==> config.mk <==
export PLATFORM = sky130hd
export DESIGN_NAME = cfgmem_rd
export DESIGN_NICKNAME = d
export VERILOG_FILES = /design/src/rtl/cfgmem_rd.sv
export SDC_FILE = /design/constraint.sdc
export NUM_CORES = 1
export LEC_CHECK = 0
export BUFFER_PORTS_ARGS = -buffer_cell sky130_fd_sc_hd__buf_2
export CORE_ASPECT_RATIO = 2
export CORE_MARGIN = 5
export CORE_UTILIZATION = 60
export DETAILED_ROUTE_END_ITERATION = 12
export PLACE_DENSITY = 0.74
export SLEW_MARGIN = 20
export SYNTH_ARGS = -nofsm -noshare
export SYNTH_HDL_FRONTEND = slang
export SYNTH_SLANG_ARGS = --single-unit
==> constraint.sdc <==
create_clock -name clk -period 2.55 [get_ports clk]
set_clock_uncertainty 0.1 [all_clocks]
set_input_delay 0.255 -clock clk [delete_from_list [all_inputs] [get_ports clk]]
set_output_delay 0.255 -clock clk [all_outputs]
set_load 0.01 [all_outputs]
==> src/rtl/cfgmem_rd.sv <==
module cfgmem_rd #(
  parameter int DEPTH    = 64,
  parameter bit RST_HIGH = 1'b0
) (
  input  logic                     clk,
  input  logic                     por_n,
  input  logic                     ce_n,
  input  logic                     rst_oe,
  input  logic                     ser_en,
  input  logic                     ld_we,
  input  logic [$clog2(DEPTH)-1:0] ld_addr,
  input  logic                     ld_bit,
  output logic                     dout,
  output logic                     dout_oe,
  output logic                     standby
);
  localparam int AW = $clog2(DEPTH);
  localparam logic [AW-1:0] LAST = AW'(DEPTH - 1);

  logic          mem [DEPTH];
  logic [AW-1:0] ptr;
  logic          rst_lvl, out_en, rd_ok, clr_n;

  assign rst_lvl = RST_HIGH ? rst_oe : ~rst_oe;
  assign out_en  = ~rst_lvl;
  assign rd_ok   = ser_en & ~ce_n & out_en;
  assign clr_n   = por_n & ~(ser_en & rst_lvl);

  always_ff @(posedge clk or negedge clr_n)
    if (!clr_n)                  ptr <= '0;
    else if (rd_ok && ptr != LAST) ptr <= ptr + 1'b1;

  always_ff @(posedge clk)
    if (!ser_en && ld_we) mem[ld_addr] <= ld_bit;

  assign dout_oe = rd_ok;
  assign dout    = rd_ok & mem[ptr];
  assign standby = ser_en & ce_n;
endmodule

# After elaboration in Yosys (flattened, before gate mapping)
# Memories as Yosys holds them, arrays and structs flattened.
# Index checks and enable logic that the tools add are counted.
# W data, S select, Z words.
# op_classes
n_addsub,1
magnitude_cmp,0
n_mul,0
muxes,2
div,0
n_eq_ne,1
reduce_logical,3
bitwise_logic,9
n_shift,0
# ops
op,n
$add A6 B1 Y6 const B,1
$and A1 B1 Y1,6
$ne A6 B6 Y1 const B,1
$not A1 Y1,3
$logic_and A1 B1 Y1,2
$mux W1,2
$logic_not A1 Y1,1
# word_totals
reg_bits,6
memories,1
ram_bits,64
mem_bits_ro,0
latchBits,0
output_inout_bits,3
# mem_list
name,depth,word_bits,read_ports,rd_clocked_by_memory_dff,wr,line,rtl
mem,64,1,1,0,1,20,logic mem [DEPTH];

# Logic depth before layout (Yosys ltp)
# Gate-level depths: netlist of run 1.
# logic_depth
depth_word,4
depth_mapped,7
mapped_depth_nobuf,6

# Least setup slack after synthesis of run 1
# Ideal clock, no wire load.
# synth_timing
kind,reg2out
startpoint,register ptr[0]
endpoint,output port dout
t_arrival_ps,1644
slack_ps,551
path_stages_with_launch,7
cell_sequence,dfrtp_1 > buf_6 > mux4_2 > o41ai_1 > nor3_1 > o311ai_1 > nor4_1
# synth_between
elab_chain_cells,2
# synth_rtl
element,line,rtl
from (decl),21,logic [AW-1:0] ptr;
from (signal assigned),31,else if (rd_ok && ptr != LAST) ptr <= ptr + 1'b1;
$mem_v2 Z64 W1,-,
$and A1 B1 Y1,37,assign dout = rd_ok & mem[ptr];
to (decl),13,"output logic dout,"
# No other way between the ends.

# Worst setup path in the final report of run 1
# Ends and elaborated chain as after synthesis.

==> results of run 1 <==
[critical path: stages, from the launching register on]
cell and delay (ns):
dfrtp_2 0.45, buf_6 0.15, mux4_2 0.50, or4_1 0.40
a21oi_1 0.13, nor4_1 0.06, buf_2 0.15
[Yosys cell counts (2+ instances only)]
library cell / count
nor2_1: 71
edfxtp_1: 64
nand2_1: 13
mux4_2: 10
clkbuf_1: 6
dfrtp_1: 6
mux4_1: 5
nand3_1: 5
inv_1: 3
mux2i_1: 3
nand3b_1: 3
nor2b_1: 3
nor3_1: 3
nor4_1: 3
xor2_1: 3
and3b_1: 2
buf_6: 2
clkbuf_2: 2
nor4b_1: 2
o21ai_0: 2
or3b_2: 2
xnor2_1: 2
[layout make-up]
| type | instances | share of cell area, % |
|---|---|---|
| inverter | 3 | 0.303 |
| tap | 58 | 1.95 |
| clock buffer | 16 | 5.39 |
| sequential | 70 | 55.9 |
| timing repair buffer | 31 | 7.25 |
| multi-input combinational | 149 | 29.2 |
[how the worst max path moves through the flow]
stage	end	startpoint	slack (ns)
after floorplan	dout	ptr[0]$_DFFE_PN0P_	0.55
after global placement	dout	ptr[0]$_DFFE_PN0P_	0.23
after detailed placement	dout	ptr[0]$_DFFE_PN0P_	0.22
after CTS	dout	ptr[0]$_DFFE_PN0P_	0.005
after global routing	dout	ptr[0]$_DFFE_PN0P_	-0.12
final	dout	ptr[0]$_DFFE_PN0P_	0.01
[kinds of logic (layout without fill, tap and decap cells)]
family                   count (synthesis)  in the layout  share of synthesized area (%)
AND/OR/NAND/NOR                        116            116                           16.6
flip-flops                              70             70                           64.3
multiplexers                            19             19                           12.4
buffers and inverters                   16             50                           3.19
AO/OA/AOI/OAI                            8              8                           1.79
XOR/XNOR                                 5              5                           1.36
adder cells (fa/ha/maj)                  1              1                          0.388
[power groups by stage]
| stage | Clock (mW) | Combinational (mW) | Sequential [mW] |
|---|---|---|---|
| CTS | 0.877 | 0.766 | 1.36 |
| global placement | 0 | 0.654 | 1.39 |
| global route | 0.936 | 1.01 | 1.38 |
| floorplan | 0 | 0.571 | 1.33 |
| finish | 0.860 | 0.943 | 1.37 |
| detailed placement | 0 | 0.667 | 1.39 |
[repair_timing]
item,in CTS,in global routing
pin swaps,5,7
buffers inserted,2,6
cloned,0,1
endpoints found under the hold margin,0,0
gates resized for setup,10,15
hold buffers,0,0
setup endpoints to repair,1,1
[through the flow]
| stage | std cells | power [mW] |
|---|---|---|
| after floorplan | 235 | 1.90 |
| after detailed placement | 302 | 2.06 |
| after CTS | 320 | 3.00 |
| after global routing | 327 | 3.32 |
| final | 327 | 3.17 |
| after global placement | 302 | 2.04 |
[state kept, by name (all words and copies together), names as in the netlist]
signal and flops:
mem 64, ptr 6
[placed cells by master (no fill, tap or decap), types with 4 or more instances in the layout]
master	synthesis	routed
nor2_1	71	70
nand2_1	13	13
edfxtp_1	64	64
nand3_1	5	5
mux4_2	10	13
buf_6	2	5
clkbuf_8	1	14
buf_2	0	15
buf_4	1	7
dfrtp_1	6	4
[per-layer routing]
metal / part of all wire [%] / GRT usage [%] / vias to the layer above
li1: - / - / 922
met1: 37 / 25.0 / 972
met2: 55 / 36.4 / 58
met3: 4.6 / 5.78 / 16
met4: 3.5 / 10.6 / 0
met5: 0 / 0 / -
==> impl_metrics.yaml, run 1 <==
synthesis:
  netlist_area_sq_mm: 0.00322
  async_flop_share_pct: 8.57
  synth_cell_types: 42
  ys_seq_elements: 70
  synth_cells: 235
  syn_avg_cell_area_sq_um: 13.7
  synth_top_flop_cell: "edfxtp_1"
  synth_area_leaders: "edfxtp_1 (60%), nor2_1 (8.3%), mux4_2 (7.0%)"
  synth_top_cell_area_share_pct: 59.7
  synth-edff-count: 64
  yosys_warnings: 0
  syn-num-nets: 249
  synth-seq-area-share_pct: 64.3
  synth_largest_area_cell: "edfxtp_1"
grt:
  grt_usage_pct: 21.9
  antenna_found_initial: 0
  grt_first_pass_wirelength_um: 10500
  grt_max_degree: 65
  first_global_vias: 2022
  grt-ovfl-total: 0
clock_tree:
  clk_latency_ns: 0.34
  htreeDepth: 3
  clk_pin_slew_worst_paths_ns: 0.07
  cts-root-buf: "clkbuf_8"
  ctsLongestPathBuffers: 2
  cts_tree: "built"
  clock_sinks: 70
  cts_buffers: 9
critical_path:
  reg2reg_slack_ns: 0.60
  arrival_ns: 2.18
  crit_path_start_kind: "flop"
  end_kind: "output port"
  rr_startpoint: "ptr[1]$_DFFE_PN0P_"
  required_ns: 2.19
  reg2reg_depth: 9
  r2r_end: "ptr[5]$_DFFE_PN0P_"
  worstSetupPathType: "reg -> out"
  crit_fanout: 4
sta:
  setup_viol: 0
  holdWs_ns: 0.0727
  min_period_ns: 2.54
  rsz0062_at_grt: "yes"
  min_period_over_period_pct: 99.5
  worst_pin_slew_ns: 0.941
  maxSlewViolCount: 0
  timing.setup.tns_ns: 0
  setup_slack_ns: 0.0134
  maxSlewHeadroom_pct: 36.7
  fmax_mhz: 394
  finalHoldViolCount: 0
placed_design:
  placed_cell_area_sq_mm: 0.00334
  post-place-ws_ns: 0.221
  gp_congestion: 0.782
  portBuffers: 15
  hpwlAfterDp_um: 4390
routing:
  post-route-drc-count: 0
  drtPass1Iterations: 4
  antenna_left: 0
  drtIter0Drc: 155
  drt-vias-per-instance: 6.02
  vias: 1968
  wire_per_inst_um: 20.7
  wl_um: 6780
power:
  p_per_area_mw_per_mm2: 854
  seqPwrFrac_pct: 43.2
  switching_share_pct: 26.9
  p_sw_mw: 0.854
  clock_power_share_pct: 27.1
  ir_drop_mv: 0.713
  combinationalPowerShare_pct: 29.7
  leakage_nw: 1.24
  internal_power_mw: 2.32
die:
  rows: 37
  chipWidth_um: 61.8
  ios: 16
  core-area_sq_mm: 0.00518
  start_util_pct: 62.1
  die_h_um: 114
  die_area_sq_mm: 0.00702
layout:
  multi_input_area_sq_mm: 0.00108
  antenna_cells: 0
  synthToLayoutAreaGrowth_pct: 15.3
  regArea_sq_mm: 0.00207
  final_util_pct: 71.6
  final_area_sq_mm: 0.00371
  fill_cells: 372
  layout-drive-gt1-share_pct: 27.5
  layout.nets: 278
outcome:
  outcome: "finished clean"
hold_path:
  worst_hold_path_type: "in -> async"
job:
  maxCapViolations: 0
(Power assumes the default switching activity.)
==> inputs of run 2 (changes only) <==
--- a/config.mk
+++ b/config.mk
@@ -5,7 +5,7 @@
 export SDC_FILE = /design/constraint.sdc
 export NUM_CORES = 1
 export LEC_CHECK = 0
-export BUFFER_PORTS_ARGS = -buffer_cell sky130_fd_sc_hd__buf_2
+export BUFFER_PORTS_ARGS = -buffer_cell sky130_fd_sc_hd__buf_4
 export CORE_ASPECT_RATIO = 2
 export CORE_MARGIN = 5
 export CORE_UTILIZATION = 60
==> run 2 against run 1 <==
Critical path depth stayed put. Routed wire length is 5.3% lower. Critical endpoint unchanged. Utilization is 0.19 points higher. Register-to-register slack better by 0.16 ns. Largest power group unchanged. Die area stayed put. Power is 3.8% lower. Critical path type unchanged. Via count is 1.7% higher.
==> impl_metrics.yaml, run 2 (same netlist as run 1, synthesis figures left out) <==
outcome:
  outcome: "finished clean"
layout:
  antenna_cells: 0
  largest_register_ffs: 64
  layout.nets: 278
  final_cell_mix: "nor2_1 (70), edfxtp_1 (64), buf_4 (26)"
  layout-drive-gt1-share_pct: 27.5
  final_util_pct: 71.8
  final_common_cell: "nor2_1"
  top_regs: "mem x64, ptr x6"
  synthToLayoutAreaGrowth_pct: 15.6
  top_register: "mem"
grt:
  antenna_found_initial: 0
  grt_usage_pct: 21.0
  grt_max_degree: 65
  first_global_vias: 2003
  grt-ovfl-total: 0
  grt_first_pass_wirelength_um: 10200
clock_tree:
  cts_buffers: 9
  cts_tree: "built"
  htreeDepth: 3
  clk_pin_slew_worst_paths_ns: 0.07
  cts-root-buf: "clkbuf_8"
  clk_latency_ns: 0.34
  clock_sinks: 70
  ctsLongestPathBuffers: 2
hold_path:
  whs_path_depth: 1
  worst_hold_path_type: "in -> reg"
  holdPathEnd: "mem[28]$_DFFE_PP_"
  worstHoldStart: "ld_bit"
critical_path:
  worstSetupPathType: "reg -> out"
  rr_startpoint: "ptr[1]$_DFFE_PN0P_"
  required_ns: 2.19
  reg2reg_slack_ns: 0.76
  crit_path_start_kind: "flop"
  reg2reg_depth: 7
  r2r_end: "ptr[5]$_DFFE_PN0P_"
  end_kind: "output port"
  arrival_ns: 2.17
  crit_fanout: 7
  crit_start: "ptr[0]$_DFFE_PN0P_"
sta:
  min_period_ns: 2.53
  rsz0062_at_grt: "yes"
  worst_pin_slew_ns: 0.525
  timing.setup.tns_ns: 0
  setup_viol: 0
  maxSlewViolCount: 0
  maxSlewHeadroom_pct: 65.0
  holdWs_ns: 0.327
  fmax_mhz: 395
  finalHoldViolCount: 0
  min_period_over_period_pct: 99.2
power:
  p_per_area_mw_per_mm2: 820
  leakage_nw: 1.25
  ir_drop_mv: 0.613
routing:
  drt-vias-per-instance: 6.12
  drtIter0Drc: 131
  drtPass1Iterations: 5
  wl_um: 6420
  wire_per_inst_um: 19.6
  post-route-drc-count: 0
  antenna_left: 0
  vias: 2002
die:
  ios: 16
  core-area_sq_mm: 0.00518
  chipWidth_um: 61.8
  start_util_pct: 62.1
  die_h_um: 114
  rows: 37
  die_area_sq_mm: 0.00702
placed_design:
  portBuffers: 15
  gp_congestion: 0.764
  hpwlAfterDp_um: 4280
job:
  maxCapViolations: 0
-- run 2: metrics by stage --
stage,cell area (sq um),instances,setup slack (ns),power [mW]
3_3_place_gp,3410,304,0.300,2.07
4_1_cts,3620,323,-0.0373,2.95
5_1_grt,3720,327,-0.0777,3.19
2_1_floorplan,3220,235,0.551,1.90
3_5_place_dp,3410,304,0.230,2.08
6_report,3720,327,0.0214,3.05
-- run 2: layout make-up --
cell class                      count  area [sq um]
Sequential cell                    70          2070
Fill cell                         373          1460
Multi-Input combinational cell    149          1110
Timing Repair Buffer               31           267
Clock buffer                       11           131
Tap cell                           58          72.6
Clock inverter                      5          60.1
Inverter                            3          11.3
-- run 2: worst max-delay path by stage --
stage | to | slack [ns] | cells after the start
after floorplan | dout | 0.55 | 6
after global placement | dout | 0.30 | 7
after detailed placement | dout | 0.23 | 7
after CTS | dout | -0.04 | 7
after global routing | dout | -0.08 | 6
final | dout | 0.02 | 6
-- run 2: worst max-delay path: stages, from the launching register on --
cell and delay [ns]:
dfrtp_2 0.42, buf_12 0.13, mux4_2 0.49, or4_4 0.42, a21oi_2 0.17, nor4_2 0.06
buf_4 0.14
-- run 2: where the power goes --
part           switching, mW  internal (mW)
logic                  0.384          0.465
clock network          0.397          0.454
registers             0.0631           1.29
total                  0.844           2.21
-- run 2: repair_timing --
action | CTS | global route
resized for setup | 5 | 13
hold buffers | 2 | 0
setup buffers | 1 | 4
endpoints found under the setup margin | 1 | 1
pin swaps | 4 | 5
hold endpoints to repair | 6 | 0
-- run 2: layer usage --
metal	up-vias	GRT usage, %	routed length, um
met2	56	35.4	3570
met4	0	9.63	157
met5	-	0	0
met1	1011	25.0	2400
met3	13	4.08	292
li1	922	-	-
==> inputs of run 3 (changes only) <==
==> config.mk (replaced) <==
export PLATFORM = sky130hd
export DESIGN_NAME = cfgmem_rd
export DESIGN_NICKNAME = d
export VERILOG_FILES = /design/src/rtl/cfgmem_rd.sv
export SDC_FILE = /design/constraint.sdc
export NUM_CORES = 1
export LEC_CHECK = 0
export ABC_AREA = 1
export BUFFER_PORTS_ARGS = -buffer_cell sky130_fd_sc_hd__buf_4
export CORE_ASPECT_RATIO = 2
export CORE_MARGIN = 5
export CORE_UTILIZATION = 62
export CTS_BUF_LIST = sky130_fd_sc_hd__clkbuf_8
export DETAILED_ROUTE_END_ITERATION = 12
export PLACE_DENSITY = 0.76
export SLEW_MARGIN = 10
export SYNTH_ARGS = -nofsm -noshare
export SYNTH_HDL_FRONTEND = slang
export SYNTH_SLANG_ARGS = --single-unit
==> run 3 against run 2 <==
Flip-flop and latch count unchanged. Clock-buffer cell count is 1 lower. Final area is 1.4% lower. Critical endpoint unchanged. Register-to-register slack got worse by 0.04 ns. Die area rose by 1.3%. Non-clock buffer count is 10 lower. Critical path type unchanged.
==> impl_metrics.yaml, run 3 <==
placed_design:
  dp.cells: 419
  gp_congestion: 0.866
  portBuffers: 15
  hpwlAfterDp_um: 4910
critical_path:
  required_ns: 2.19
  worstPathCellList: "inv_1, nand3_1, nand3_1, nand3_1, nand2_1, nand2_1, nand2_1, inv_1, a21oi_2, buf_4"
  crit_fanout: 14
  crit_family: "buffers and inverters"
  path_buf_inv: 3
  max_stage_delay_ns: 0.39
  crit_path_start_kind: "flop"
  end_kind: "output port"
  worstSetupPathType: "reg -> out"
  cpMaxStageDelayCell: "inv_1"
  arrival_ns: 1.93
synthesis:
  synth_top_flop_cell: "edfxtp_1"
  syn-num-nets: 365
  ys_seq_elements: 70
  synth_cells: 351
  synth_area_leaders: "edfxtp_1 (57%), nand2_1 (10%), nor2_1 (8.1%)"
  synth_largest_area_cell: "edfxtp_1"
  synth_top_cell_area_share_pct: 56.9
  yosysMostFrequentCell: "nand2_1"
  synth-seq-area-share_pct: 61.4
  yosys_warnings: 0
  synth_cell_types: 24
  netlist_area_sq_mm: 0.00338
  syn_avg_cell_area_sq_um: 9.62
  synth_commonest_cells: "nand2_1 (94), nor2_1 (73), edfxtp_1 (64), nand3_1 (51), inv_1 (22)"
  synth-edff-count: 64
  async_flop_share_pct: 8.57
layout:
  layout-drive-gt1-share_pct: 10.9
  top_register: "mem"
  final_common_cell: "nand2_1"
  multi_input_area_sq_mm: 0.00109
  largest_register_ffs: 64
  instances_no_fill: 437
  final_cell_mix: "nand2_1 (94), nor2_1 (73), edfxtp_1 (64)"
  top_regs: "mem x64, ptr x6"
  regArea_sq_mm: 0.00207
  synthToLayoutAreaGrowth_pct: 8.63
  fill_cells: 459
  layout.nets: 386
  antenna_cells: 0
die:
  chipWidth_um: 62.2
  start_util_pct: 62.9
  die_area_sq_mm: 0.00711
  core-area_sq_mm: 0.00537
  die_h_um: 114
  ios: 16
  rows: 38
grt:
  grt_max_degree: 65
  grt-ovfl-total: 0
  grt_usage_pct: 22.0
  first_global_vias: 2383
  antenna_found_initial: 0
  grt_first_pass_wirelength_um: 11600
routing:
  drtIter0Drc: 178
  vias: 2460
  wl_um: 7320
  drt-vias-per-instance: 5.63
  post-route-drc-count: 0
  drtPass1Iterations: 4
  wire_per_inst_um: 16.8
  antenna_left: 0
sta:
  maxSlewHeadroom_pct: 62.9
  rsz0062_at_grt: "no"
  min_period_ns: 2.29
  timing.setup.tns_ns: 0
  holdWs_ns: 0.226
  maxSlewViolCount: 0
  min_period_over_period_pct: 89.7
  worst_pin_slew_ns: 0.555
  finalHoldViolCount: 0
  fmax_mhz: 437
  setup_viol: 0
power:
  p_per_area_mw_per_mm2: 862
  leakage_nw: 1.45
  ir_drop_mv: 0.673
  total_power_mw: 3.16
clock_tree:
  cts_buffers: 9
  htreeDepth: 3
  post_cts_buffers: 0
  clock_sinks: 70
  clk_pin_slew_worst_paths_ns: 0.06
  cts_tree: "built"
  cts-root-buf: "clkbuf_8"
  ctsLongestPathBuffers: 2
  clk_latency_ns: 0.35
hold_path:
  worst_hold_path_type: "in -> reg"
job:
  maxCapViolations: 0
outcome:
  outcome: "finished clean"
[run 3: cell count changes in the layout (fill, tap and decap cells not counted), sizes merged, moves of 3 or more]
cell / delta
nand2: +83
nand3: +46
inv: +28
mux4: -15
buf: -10
nand4: +9
clkinv: -3
mux2i: -3
nand3b: -3
nor2: +3
nor2b: -3
nor4: -3
[run 3: through the flow]
step	worst slack, ns	instance area, sq um	utilization, %
global placement	0.642	3480	64.9
detailed placement	0.535	3480	64.9
global route	0.0980	3670	68.3
floorplan	0.911	3380	-
CTS	0.241	3670	68.3
finish	0.263	3670	68.3
[run 3: power by group]
group | total (mW) | internal (mW) | switching (mW) | leakage [nW]
Sequential | 1.39 | 1.30 | 0.0866 | 0.647
Clock | 0.746 | 0.362 | 0.385 | 0.0987
Combinational | 1.03 | 0.336 | 0.693 | 0.706
[run 3: layout make-up]
class / count / share of cell area (%)
Inverter: 26 / 2.80
Tap cell: 60 / 2.05
Clock buffer: 10 / 3.75
Multi-Input combinational cell: 244 / 29.8
Timing Repair Buffer: 21 / 4.43
Clock inverter: 6 / 0.716
Sequential cell: 70 / 56.5
[run 3: repair_timing]
item / CTS / global route
hold buffers: 2 / 0
resized for setup: 0 / 0
endpoints found under the hold margin: 6 / 0
[run 3: per-layer routing]
| layer | vias to the layer above | global-route usage (%) | part of all wire [%] |
|---|---|---|---|
| met1 | 1158 | 23.9 | 37 |
| li1 | 1206 | - | - |
| met4 | 0 | 13.7 | 3.6 |
| met3 | 20 | 5.40 | 5.3 |
| met2 | 76 | 37.8 | 54 |
| met5 | - | 0 | 0 |
[run 3: final timing paths]
kind / from / endpoint / slack, ns / depth (start not counted)
min in group asynchronous: rst_oe / ptr[4]$_DFFE_PN0P_ / 0.36 / 3
max in group asynchronous: por_n / ptr[0]$_DFFE_PN0P_ / 1.26 / 4
worst max register to register: ptr[1]$_DFFE_PN0P_ / ptr[5]$_DFFE_PN0P_ / 0.72 / 8
worst min register to register: ptr[5]$_DFFE_PN0P_ / ptr[5]$_DFFE_PN0P_ / 0.42 / 1
worst max-delay path: ptr[1]$_DFFE_PN0P_ / dout / 0.26 / 10
worst min-delay path: rst_oe / ptr[1]$_DFFE_PN0P_ / 0.23 / 5
[run 3: cell families (layout without fill, tap and decap cells)]
family / Yosys count / count (layout) / share of synthesized area [%]
compound gates: 7 / 7 / 1.56
xor+xnor: 5 / 5 / 1.30
fa+ha+maj: 1 / 1 / 0.370
buf+inv: 37 / 63 / 6.30
flops: 70 / 70 / 61.4
simple gates: 231 / 231 / 29.1
[run 3: worst register-to-register path: stages (launching register included)]
cell     delay (ns)
dfrtp_1        0.38
buf_4          0.22
ha_1           0.24
nand2_1        0.06
nor2_1         0.08
a21oi_4        0.22
nand4_2        0.14
nor3_2         0.16
xor2_1         0.17
